`src/rtl/pwd_pkg.sv`:
```
package pwd_pkg;
  typedef enum logic [1:0] {
    SYM_SYNC = 2'b00,
    SYM_ZERO = 2'b01,
    SYM_ONE  = 2'b10,
    SYM_BAD  = 2'b11
  } sym_e;
endpackage

```
`src/rtl/pwd_line_sync.sv`:
```
module pwd_line_sync (
  input  logic clk,
  input  logic rst,
  input  logic line_i,
  output logic level_o,
  output logic rise_o,
  output logic fall_o
);
  logic meta_q, stab_q, prev_q;

  always_ff @(posedge clk) begin
    if (rst) begin
      meta_q <= 1'b0;
      stab_q <= 1'b0;
      prev_q <= 1'b0;
    end else begin
      meta_q <= line_i;
      stab_q <= meta_q;
      prev_q <= stab_q;
    end
  end

  assign level_o = stab_q;
  assign rise_o  = stab_q & ~prev_q;
  assign fall_o  = ~stab_q & prev_q;
endmodule

```
`src/rtl/pwd_width_meter.sv`:
```
module pwd_width_meter #(
  parameter int CLK_PER_TICK = 10417,
  parameter int TICK_W       = 5
) (
  input  logic              clk,
  input  logic              rst,
  input  logic              level_i,
  input  logic              rise_i,
  input  logic              fall_i,
  output logic              done_o,
  output logic [TICK_W-1:0] ticks_o
);
  localparam int PRE_W = $clog2(CLK_PER_TICK + 1);
  localparam logic [PRE_W-1:0]  PRE_LAST = PRE_W'(CLK_PER_TICK);
  localparam logic [TICK_W-1:0] TICK_MAX = '1;

  logic [PRE_W-1:0]  pre_q, pre_base, pre_nxt;
  logic [TICK_W-1:0] tick_q, tick_base;
  logic              done_q;
  logic [TICK_W-1:0] ticks_q;

  always_comb begin
    pre_base  = rise_i ? '0 : pre_q;
    tick_base = rise_i ? '0 : tick_q;
    pre_nxt   = pre_base + 1'b1;
  end

  always_ff @(posedge clk) begin
    if (rst) begin
      pre_q   <= '0;
      tick_q  <= '0;
      done_q  <= 1'b0;
      ticks_q <= '0;
    end else begin
      done_q <= 1'b0;
      if (level_i) begin
        if (pre_nxt == PRE_LAST) begin
          pre_q  <= '0;
          tick_q <= (tick_base == TICK_MAX) ? tick_base : tick_base + 1'b1;
        end else begin
          pre_q  <= pre_nxt;
          tick_q <= tick_base;
        end
      end
      if (fall_i) begin
        done_q  <= 1'b1;
        ticks_q <= tick_q;
      end
    end
  end

  assign done_o  = done_q;
  assign ticks_o = ticks_q;
endmodule

```
`src/rtl/pwd_classifier.sv`:
```
module pwd_classifier
  import pwd_pkg::*;
#(
  parameter int TICK_W   = 5,
  parameter int SYNC_LO  = 1,
  parameter int SYNC_HI  = 3,
  parameter int ZERO_LO  = 5,
  parameter int ZERO_HI  = 8,
  parameter int ONE_LO   = 10,
  parameter int ONE_HI   = 14
) (
  input  logic              clk,
  input  logic              rst,
  input  logic              done_i,
  input  logic [TICK_W-1:0] ticks_i,
  output logic              vld_o,
  output sym_e              sym_o
);
  function automatic logic in_win(input logic [TICK_W-1:0] t, input int lo, input int hi);
    return (int'(t) >= lo) && (int'(t) <= hi);
  endfunction

  sym_e cls;

  always_comb begin
    if (in_win(ticks_i, SYNC_LO, SYNC_HI))      cls = SYM_SYNC;
    else if (in_win(ticks_i, ZERO_LO, ZERO_HI)) cls = SYM_ZERO;
    else if (in_win(ticks_i, ONE_LO, ONE_HI))   cls = SYM_ONE;
    else                                        cls = SYM_BAD;
  end

  always_ff @(posedge clk) begin
    if (rst) begin
      vld_o <= 1'b0;
      sym_o <= SYM_SYNC;
    end else begin
      vld_o <= done_i;
      if (done_i) sym_o <= cls;
    end
  end
endmodule

```
`src/rtl/pwd_frame_builder.sv`:
```
module pwd_frame_builder
  import pwd_pkg::*;
#(
  parameter int DATA_BITS = 18
) (
  input  logic                 clk,
  input  logic                 rst,
  input  logic                 vld_i,
  input  sym_e                 sym_i,
  output logic [DATA_BITS-1:0] frame_o,
  output logic                 frame_vld_o,
  output logic                 sym_stb_o,
  output logic [1:0]           sym_o,
  output logic                 err_o
);
  localparam int CNT_W = $clog2(DATA_BITS + 1);
  localparam logic [CNT_W-1:0] CNT_LAST = CNT_W'(DATA_BITS - 1);

  logic                 armed_q;
  logic [CNT_W-1:0]     cnt_q;
  logic [DATA_BITS-1:0] shift_q;
  logic [DATA_BITS-1:0] shift_nxt;
  logic                 bit_val;

  assign bit_val   = (sym_i == SYM_ONE);
  assign shift_nxt = {shift_q[DATA_BITS-2:0], bit_val};

  always_ff @(posedge clk) begin
    if (rst) begin
      armed_q     <= 1'b0;
      cnt_q       <= '0;
      shift_q     <= '0;
      frame_o     <= '0;
      frame_vld_o <= 1'b0;
      sym_stb_o   <= 1'b0;
      sym_o       <= 2'b00;
      err_o       <= 1'b0;
    end else begin
      frame_vld_o <= 1'b0;
      err_o       <= 1'b0;
      sym_stb_o   <= vld_i;
      if (vld_i) begin
        sym_o <= sym_i;
        case (sym_i)
          SYM_SYNC: begin
            armed_q <= 1'b1;
            cnt_q   <= '0;
          end
          SYM_BAD: begin
            armed_q <= 1'b0;
            err_o   <= 1'b1;
          end
          default: begin
            if (!armed_q) begin
              err_o <= 1'b1;
            end else begin
              shift_q <= shift_nxt;
              if (cnt_q == CNT_LAST) begin
                frame_o     <= shift_nxt;
                frame_vld_o <= 1'b1;
                armed_q     <= 1'b0;
              end else begin
                cnt_q <= cnt_q + 1'b1;
              end
            end
          end
        endcase
      end
    end
  end
endmodule

```
`src/rtl/pwd_decoder.sv`:
```
module pwd_decoder
  import pwd_pkg::*;
#(
  parameter int CLK_PER_TICK = 10417,
  parameter int TICK_W       = 5,
  parameter int DATA_BITS    = 18,
  parameter int SYNC_LO      = 1,
  parameter int SYNC_HI      = 3,
  parameter int ZERO_LO      = 5,
  parameter int ZERO_HI      = 8,
  parameter int ONE_LO       = 10,
  parameter int ONE_HI       = 14
) (
  input  logic                 clk,
  input  logic                 rst,
  input  logic                 line_i,
  output logic [DATA_BITS-1:0] frame_o,
  output logic                 frame_vld_o,
  output logic                 sym_stb_o,
  output logic [1:0]           sym_o,
  output logic                 err_o
);
  logic              level, rise, fall;
  logic              meas_done;
  logic [TICK_W-1:0] meas_ticks;
  logic              cls_vld;
  sym_e              cls_sym;

  pwd_line_sync u_sync (
    .clk     (clk),
    .rst     (rst),
    .line_i  (line_i),
    .level_o (level),
    .rise_o  (rise),
    .fall_o  (fall)
  );

  pwd_width_meter #(
    .CLK_PER_TICK (CLK_PER_TICK),
    .TICK_W       (TICK_W)
  ) u_meter (
    .clk     (clk),
    .rst     (rst),
    .level_i (level),
    .rise_i  (rise),
    .fall_i  (fall),
    .done_o  (meas_done),
    .ticks_o (meas_ticks)
  );

  pwd_classifier #(
    .TICK_W  (TICK_W),
    .SYNC_LO (SYNC_LO),
    .SYNC_HI (SYNC_HI),
    .ZERO_LO (ZERO_LO),
    .ZERO_HI (ZERO_HI),
    .ONE_LO  (ONE_LO),
    .ONE_HI  (ONE_HI)
  ) u_cls (
    .clk     (clk),
    .rst     (rst),
    .done_i  (meas_done),
    .ticks_i (meas_ticks),
    .vld_o   (cls_vld),
    .sym_o   (cls_sym)
  );

  pwd_frame_builder #(
    .DATA_BITS (DATA_BITS)
  ) u_frame (
    .clk         (clk),
    .rst         (rst),
    .vld_i       (cls_vld),
    .sym_i       (cls_sym),
    .frame_o     (frame_o),
    .frame_vld_o (frame_vld_o),
    .sym_stb_o   (sym_stb_o),
    .sym_o       (sym_o),
    .err_o       (err_o)
  );
endmodule

```
`config.mk`:
```
export PLATFORM = sky130hd
export DESIGN_NAME = pwd_decoder
export DESIGN_NICKNAME = d
export VERILOG_FILES = /design/src/rtl/pwd_pkg.sv /design/src/rtl/pwd_line_sync.sv /design/src/rtl/pwd_width_meter.sv /design/src/rtl/pwd_classifier.sv /design/src/rtl/pwd_frame_builder.sv /design/src/rtl/pwd_decoder.sv
export SDC_FILE = /design/constraint.sdc
export NUM_CORES = 1
export LEC_CHECK = 0
export BUFFER_PORTS_ARGS = -buffer_cell sky130_fd_sc_hd__buf_2
export CAP_MARGIN = 15
export CELL_PAD_IN_SITES_DETAIL_PLACEMENT = 1
export CELL_PAD_IN_SITES_GLOBAL_PLACEMENT = 1
export CORE_MARGIN = 3
export CORE_UTILIZATION = 48
export DETAILED_ROUTE_END_ITERATION = 10
export PLACE_DENSITY = 0.92
export SLEW_MARGIN = 10
export SYNTH_ARGS = -nofsm -noshare
export SYNTH_HDL_FRONTEND = slang
export SYNTH_SLANG_ARGS = --single-unit
```
`constraint.sdc`:
```
create_clock -name clk -period 4.05 [get_ports clk]
set_input_delay 0.81 -clock clk [delete_from_list [all_inputs] [get_ports clk]]
set_output_delay 0.81 -clock clk [all_outputs]
set_load 0.005 [all_outputs]
```
==> results of run 1 <==
[final cells by class]
| class | instances | area share |
|---|---|---|
| multi-input combinational | 320 | 0.465 |
| sequential | 77 | 0.398 |
| timing repair buffer | 28 | 0.0382 |
| clock buffer | 10 | 0.0330 |
| tap | 96 | 0.0310 |
| clock inverter | 6 | 0.0249 |
| inverter | 10 | 0.00970 |
[power by group through the flow]
| stage | Clock (mW) | Sequential (mW) | Combinational [mW] |
|---|---|---|---|
| floorplan | 0 | 0.779 | 0.0280 |
| global placement | 0 | 0.780 | 0.0337 |
| detailed placement | 0 | 0.781 | 0.0351 |
| CTS | 0.671 | 0.763 | 0.0356 |
| global route | 0.709 | 0.763 | 0.0395 |
| finish | 0.658 | 0.763 | 0.0355 |
[per-stage QoR]
step	hold slack [ns]	instance area, sq um	worst slack [ns]
6_report	0.459	3870	0.657
5_1_grt	0.467	3870	0.432
4_1_cts	0.463	3870	0.662
3_5_place_dp	0.449	3650	0.755
3_3_place_gp	0.437	3650	0.921
2_1_floorplan	0.414	3500	1.44
[layout by cell type (no fill, tap or decap), types with 4 or more instances in the layout]
| master | n |
|---|---|
| sky130_fd_sc_hd__inv_1 | 10 |
| sky130_fd_sc_hd__nor2b_1 | 7 |
| sky130_fd_sc_hd__dfxtp_1 | 77 |
| sky130_fd_sc_hd__and2_1 | 4 |
| sky130_fd_sc_hd__nand2_1 | 98 |
| sky130_fd_sc_hd__ha_1 | 8 |
| sky130_fd_sc_hd__nor3b_1 | 4 |
| sky130_fd_sc_hd__clkbuf_8 | 9 |
| sky130_fd_sc_hd__xnor2_1 | 5 |
| sky130_fd_sc_hd__nand3_1 | 12 |
| sky130_fd_sc_hd__nand4_1 | 6 |
| sky130_fd_sc_hd__mux2i_1 | 12 |
| sky130_fd_sc_hd__o21ai_0 | 6 |
| sky130_fd_sc_hd__buf_2 | 25 |
| sky130_fd_sc_hd__nand2b_1 | 10 |
| sky130_fd_sc_hd__nor3_1 | 6 |
| sky130_fd_sc_hd__a21oi_1 | 48 |
| sky130_fd_sc_hd__nor2_1 | 39 |
[kinds of logic after synthesis]
logic type,count (synthesis),synth area share
adders and majority gates,8,0.0286
AOI/OAI and AO/OA,83,0.142
and+or+nand+nor,209,0.289
DFF,77,0.441
muxes,12,0.0343
buffers and inverters,35,0.0447
xor gates and xnor gates,8,0.0200
[layer usage]
metal / wire length (um) / up-vias / track usage
met5: 0 / - / 0
met4: 146 / 0 / 0.0766
met3: 303 / 15 / 0.0522
met2: 4360 / 59 / 0.386
met1: 3670 / 1482 / 0.249
li1: - / 1494 / -
[critical path, cell delays in order (launching register included)]
cell	delay, ns
sky130_fd_sc_hd__dfxtp_1	0.70
sky130_fd_sc_hd__nand2b_1	0.33
sky130_fd_sc_hd__and2_1	0.19
sky130_fd_sc_hd__ha_1	0.32
sky130_fd_sc_hd__nand2_2	0.15
sky130_fd_sc_hd__or3_4	0.42
sky130_fd_sc_hd__o21ai_0	0.18
sky130_fd_sc_hd__a41oi_1	0.16
sky130_fd_sc_hd__nand2b_2	0.37
sky130_fd_sc_hd__or3b_1	0.43
sky130_fd_sc_hd__o21ai_1	0.07
[flip-flops by register name, summed over array words and instances, names as in the netlist, 2 cells and up]
register and cells:
u_cls.sym_o 2, u_frame.cnt_q 5, u_frame.frame_o 18, u_frame.shift_q 17, u_frame.sym_o 2, u_meter.pre_q 14
u_meter.tick_q 5, u_meter.ticks_o 5
[worst min path at each step]
| stage | end | slack, ns | cells past startpoint | startpoint |
|---|---|---|---|---|
| after floorplan | u_sync.level_o | 0.41 | 1 | u_sync.meta_q |
| after global placement | u_sync.level_o | 0.44 | 1 | u_sync.meta_q |
| after detailed placement | u_sync.level_o | 0.45 | 1 | u_sync.meta_q |
| after CTS | u_frame.frame_o[14] | 0.46 | 2 | u_frame.frame_o[14] |
| after global routing | u_sync.level_o | 0.47 | 1 | u_sync.meta_q |
| final | u_frame.frame_o[5] | 0.46 | 2 | u_frame.frame_o[5] |
==> impl_metrics.sql, run 1 <==
INSERT INTO impl_metrics (metric_group, metric, value, unit) VALUES
('placed_design', 'place.port_buffers', '25', ''),
('power_and_ir_drop', 'combPwrFrac', '0.024', ''),
('setup_path', 'worst_r2r_path_depth', '10', ''),
('clocking', 'post_cts_resize_count', '0', ''),
('layout', 'area_of_the_multi_input_gates', '1800', 'sq um'),
('setup_path', 'crit_path_end', 'u_meter.tick_q[3]', ''),
('timing', 'finalSetupTns', '0', 'ns'),
('clocking', 'tritoncts.num_buffers', '9', ''),
('die', 'rows', '30', ''),
('power_and_ir_drop', 'power.ir.vdd_worst', '0.188', 'mV'),
('layout', 'finalNetCount', '457', ''),
('power_and_ir_drop', 'leakagePower', '1.38', 'nW'),
('global_routing', 'globalRoute.totalOverflow', '0', ''),
('die', 'boundaryPins', '26', ''),
('global_routing', 'number_of_antenna_violations_at_the_first_check_in_global_routing', '0', ''),
('synthesis', 'yosysWarningCount', '0', ''),
('setup_path', 'timing.rr.end', 'u_meter.tick_q[3]', ''),
('synthesis', 'yosysMostFrequentCell', 'sky130_fd_sc_hd__nand2_1', ''),
('route', 'firstDrtPassIters', '4', ''),
('route', 'detailedRoute.firstIterationViolations', '106', ''),
('global_routing', 'grt_start_max_net_pins', '45', ''),
('clocking', 'cts-htree-levels', '3', ''),
('setup_path', 'crit_start', 'u_sync.prev_q', ''),
('power_and_ir_drop', 'total_power_per_unit_cell_area', '376', 'nW/um^2'),
('synthesis', 'postSynthCellCount', '432', ''),
('timing', 'final-max-slew-violation-count', '0', ''),
('min_path', 'min-delay-path-class', 'register to register', ''),
('timing', 'max_freq', '295', 'MHz'),
('synthesis', 'yosysUniqueCellTypes', '57', ''),
('synthesis', 'synth_area_leader_cell', 'sky130_fd_sc_hd__dfxtp_1', ''),
('synthesis', 'post_synth.cell_area_avg', '8.10', 'sq um'),
('clocking', 'ctsLongestPathBuffers', '2', ''),
('layout', 'sequential_area', '1540', 'sq um'),
('clocking', 'clk_pin_slew_worst_setup_hold_paths', '0.08', 'ns'),
('clocking', 'clkSinkCount', '77', ''),
('clocking', 'tritoncts', 'built', ''),
('placed_design', 'hpwlAfterDp', '5730', 'um'),
('setup_path', 'startpoint_type', 'register', ''),
('route', 'routedWlPerCell', '15.5', 'um'),
('timing', 'period_share', '0.838', ''),
('timing', 'hold_violations', '0', ''),
('route', 'routed-via-count', '3050', ''),
('power_and_ir_drop', 'swShare', '0.229', ''),
('synthesis', 'synth.net_count', '443', ''),
('route', 'drc_errors', '0', ''),
('synthesis', 'synth_cell_count_leaders', 'sky130_fd_sc_hd__nand2_1, sky130_fd_sc_hd__dfxtp_1, sky130_fd_sc_hd__a21oi_1, sky130_fd_sc_hd__nor2_1, sky130_fd_sc_hd__clkbuf_1', ''),
('layout', 'layout.filler_cells', '862', ''),
('timing', 'slew_headroom', '0.492', ''),
('setup_path', 'timing_worst_setup_path_type', 'register to register', ''),
('power_and_ir_drop', 'sequentialPowerShare', '0.524', ''),
('timing', 'finClkSkew', '0.0120', 'ns'),
('die', 'die-area', '8350', 'sq um'),
('layout', 'finalNonFillerCells', '547', ''),
('die', 'core_area', '6940', 'sq um'),
('timing', 'report.final.setup_viol', '0', ''),
('setup_path', 'cp.required', '4.34', 'ns'),
('layout', 'fin_util', '0.557', ''),
('placed_design', 'placed_cells', '531', ''),
('power_and_ir_drop', 'clock_power_share', '0.452', ''),
('global_routing', 'grt_pass1_vias', '3150', ''),
('timing', 'rsz0062_at_grt', 'false', ''),
('die', 'die_height', '91.4', 'um'),
('outcome', 'status', 'finished clean', ''),
('layout', 'area_delta_synth_final', '10.7', '%'),
('global_routing', 'grt_first_pass_wirelength', '14600', 'um'),
('timing', 'layout_min_cycle_time', '3.39', 'ns'),
('job', 'max_capacitance_violation_count', '0', ''),
('setup_path', 'timing.reg2reg.setup_slack', '0.66', 'ns'),
('synthesis', 'synth_edf_count', '0', ''),
('setup_path', 'critPathMaxFanout', '16', ''),
('placed_design', 'place.gp.congestion', '0.881', '');
Power figures use the tool's default switching activity.
==> run 2: changes to the inputs <==
CORE_UTILIZATION = 45   (was 48)
PLACE_DENSITY = 0.87   (was 0.92)
clock period = 3.18 ns   (was 4.05 ns; I/O delays follow)
==> impl_metrics.sql, run 2 (synthesized netlist as in run 1, its figures left out) <==
INSERT INTO impl_metrics (metric_group, metric, value, unit) VALUES
('outcome', 'status', 'finished clean', ''),
('setup_path', 'critPathMaxFanout', '13', ''),
('route', 'drc_errors', '0', ''),
('layout', 'n_antenna_cell', '0', ''),
('power_and_ir_drop', 'total_power', '1.82', 'mW'),
('clocking', 'tritoncts.num_buffers', '9', ''),
('layout', 'drive_gt1_frac', '0.138', ''),
('die', 'die_height', '94.2', 'um'),
('layout', 'largest_register_ffs', '18', ''),
('layout', 'finalNetCount', '463', ''),
('clocking', 'clock_tree.root_cell', 'sky130_fd_sc_hd__clkbuf_8', ''),
('die', 'fp.dieW', '94.2', 'um'),
('route', 'routedWlPerCell', '15.3', 'um'),
('route', 'firstDrtPassIters', '4', ''),
('placed_design', 'placed_cells', '540', ''),
('placed_design', 'place.gp.congestion', '0.887', ''),
('clocking', 'clk_pin_slew_worst_setup_hold_paths', '0.08', 'ns'),
('global_routing', 'grt_pass1_vias', '3072', ''),
('setup_path', 'endpoint_kind', 'register', ''),
('clocking', 'worst_skew_pair.late_latency', '0.35', 'ns'),
('setup_path', 'startpoint_type', 'register', ''),
('timing', 'worstMarginPinSlew', '0.830', 'ns'),
('route', 'drt_wl_total', '8530', 'um'),
('timing', 'max_freq', '340', 'MHz'),
('setup_path', 'cp.required', '3.46', 'ns'),
('route', 'route.detailed.vias_per_inst', '5.49', ''),
('setup_path', 'worst_ep_arrival_time', '3.22', 'ns'),
('timing', 'final-max-slew-violation-count', '0', ''),
('timing', 'hold_violations', '0', ''),
('power_and_ir_drop', 'total_power_per_unit_cell_area', '466', 'nW/um^2'),
('die', 'boundaryPins', '26', ''),
('clocking', 'tritoncts', 'built', ''),
('timing', 'slew_headroom', '0.445', ''),
('clocking', 'clkSinkCount', '77', ''),
('global_routing', 'grt_first_pass_wirelength', '14600', 'um'),
('global_routing', 'grtUsageTotal', '0.206', ''),
('min_path', 'min-delay-path-class', 'register to register', ''),
('die', 'die-area', '8870', 'sq um'),
('timing', 'layout_min_cycle_time', '2.94', 'ns'),
('die', 'core_area', '7410', 'sq um'),
('job', 'max_capacitance_violation_count', '0', ''),
('layout', 'area_delta_synth_final', '11.8', '%'),
('timing', 'report.final.setup_viol', '0', ''),
('power_and_ir_drop', 'power.ir.vdd_worst', '0.227', 'mV'),
('layout', 'finalNonFillerCells', '556', ''),
('timing', 'finClkSkew', '0.0102', 'ns'),
('layout', 'layout_commonest_cell', 'sky130_fd_sc_hd__nand2_1', ''),
('power_and_ir_drop', 'leakagePower', '1.41', 'nW'),
('timing', 'finalSetupTns', '0', 'ns'),
('route', 'routed-via-count', '3051', ''),
('layout', 'most-common-layout-cells', 'sky130_fd_sc_hd__nand2_1, sky130_fd_sc_hd__dfxtp_1, sky130_fd_sc_hd__a21oi_1', ''),
('die', 'initial_core_util', '0.472', ''),
('global_routing', 'grt_start_max_net_pins', '34', ''),
('clocking', 'post_cts_resize_count', '0', ''),
('global_routing', 'globalRoute.totalOverflow', '0', ''),
('clocking', 'post_cts.repair.setup_buffers', '0', ''),
('layout', 'layout.filler_cells', '912', ''),
('clocking', 'holdBufCountCts', '0', ''),
('clocking', 'cts-htree-levels', '3', ''),
('placed_design', 'hpwlAfterDp', '5680', 'um'),
('clocking', 'ctsLongestPathBuffers', '2', ''),
('route', 'detail-route-antenna-nets', '0', ''),
('setup_path', 'timing_worst_setup_path_type', 'register to register', ''),
('timing', 'period_share', '0.924', ''),
('layout', 'biggest_regs', 'u_frame.frame_o (18), u_frame.shift_q (17), u_meter.pre_q (14)', ''),
('placed_design', 'place.port_buffers', '25', ''),
('layout', 'largest-register', 'u_frame.frame_o', ''),
('global_routing', 'number_of_antenna_violations_at_the_first_check_in_global_routing', '0', ''),
('layout', 'fin_util', '0.528', ''),
('timing', 'rsz0062_at_grt', 'false', ''),
('die', 'rows', '31', ''),
('route', 'detailedRoute.firstIterationViolations', '111', '');
## run 2: changes by cell type in the layout (fill, tap and decap cells not counted), sizes merged
cell,before,now
clkinv,2,4
inv,11,10
clkinvlp,1,0
buf,28,34
## run 2: final timing paths
| path | to | startpoint | depth (start not counted) | slack, ns |
|---|---|---|---|---|
| setup / recovery | u_meter.tick_q[3] | u_sync.prev_q | 11 | 0.24 |
| hold / removal | u_frame.frame_o[12] | u_frame.frame_o[12] | 2 | 0.45 |
| setup reg to reg | u_meter.tick_q[3] | u_sync.prev_q | 11 | 0.24 |
| hold reg to reg | u_frame.frame_o[12] | u_frame.frame_o[12] | 2 | 0.45 |
## run 2: routing by layer
| metal | routed length [um] | up-vias | GRT usage |
|---|---|---|---|
| met1 | 3790 | 1486 | 0.241 |
| met3 | 258 | 13 | 0.0481 |
| met4 | 172 | 0 | 0.0842 |
| li1 | - | 1507 | - |
| met5 | 0 | - | 0 |
| met2 | 4300 | 45 | 0.361 |
## run 2: report_power, final
part | leakage [nW] | internal [mW] | switching, mW
sequential | 0.621 | 0.967 | 0.00368
clock | 0.110 | 0.442 | 0.359
combinational | 0.677 | 0.0145 | 0.0344
total | 1.41 | 1.42 | 0.397
## run 2: final cells by class
| cell class | instances | area (sq um) | area share |
|---|---|---|---|
| Clock buffer | 10 | 128 | 0.0326 |
| Clock inverter | 6 | 87.6 | 0.0224 |
| Inverter | 10 | 37.5 | 0.00960 |
| Multi-Input combinational cell | 320 | 1800 | 0.460 |
| Sequential cell | 77 | 1540 | 0.394 |
| Tap cell | 99 | 124 | 0.0317 |
| Timing Repair Buffer | 34 | 193 | 0.0493 |
## run 2: through the flow
step	area, sq um	setup WS (ns)	hold WS [ns]
finish	3910	0.241	0.455
detailed placement	3690	0.307	0.445
floorplan	3500	0.570	0.414
CTS	3910	0.225	0.458
global route	3910	0.00652	0.475
global placement	3690	0.492	0.440
## run 2: critical path, cell delays in order, from the launching register on
cell	delay [ns]
sky130_fd_sc_hd__dfxtp_1	0.34
sky130_fd_sc_hd__nand2b_1	0.24
sky130_fd_sc_hd__nand2_1	0.13
sky130_fd_sc_hd__inv_1	0.08
sky130_fd_sc_hd__ha_1	0.30
sky130_fd_sc_hd__nand2_2	0.14
sky130_fd_sc_hd__or3_4	0.42
sky130_fd_sc_hd__o21ai_0	0.22
sky130_fd_sc_hd__a41oi_1	0.15
sky130_fd_sc_hd__nand2b_2	0.35
sky130_fd_sc_hd__or3b_1	0.42
sky130_fd_sc_hd__o21ai_1	0.07
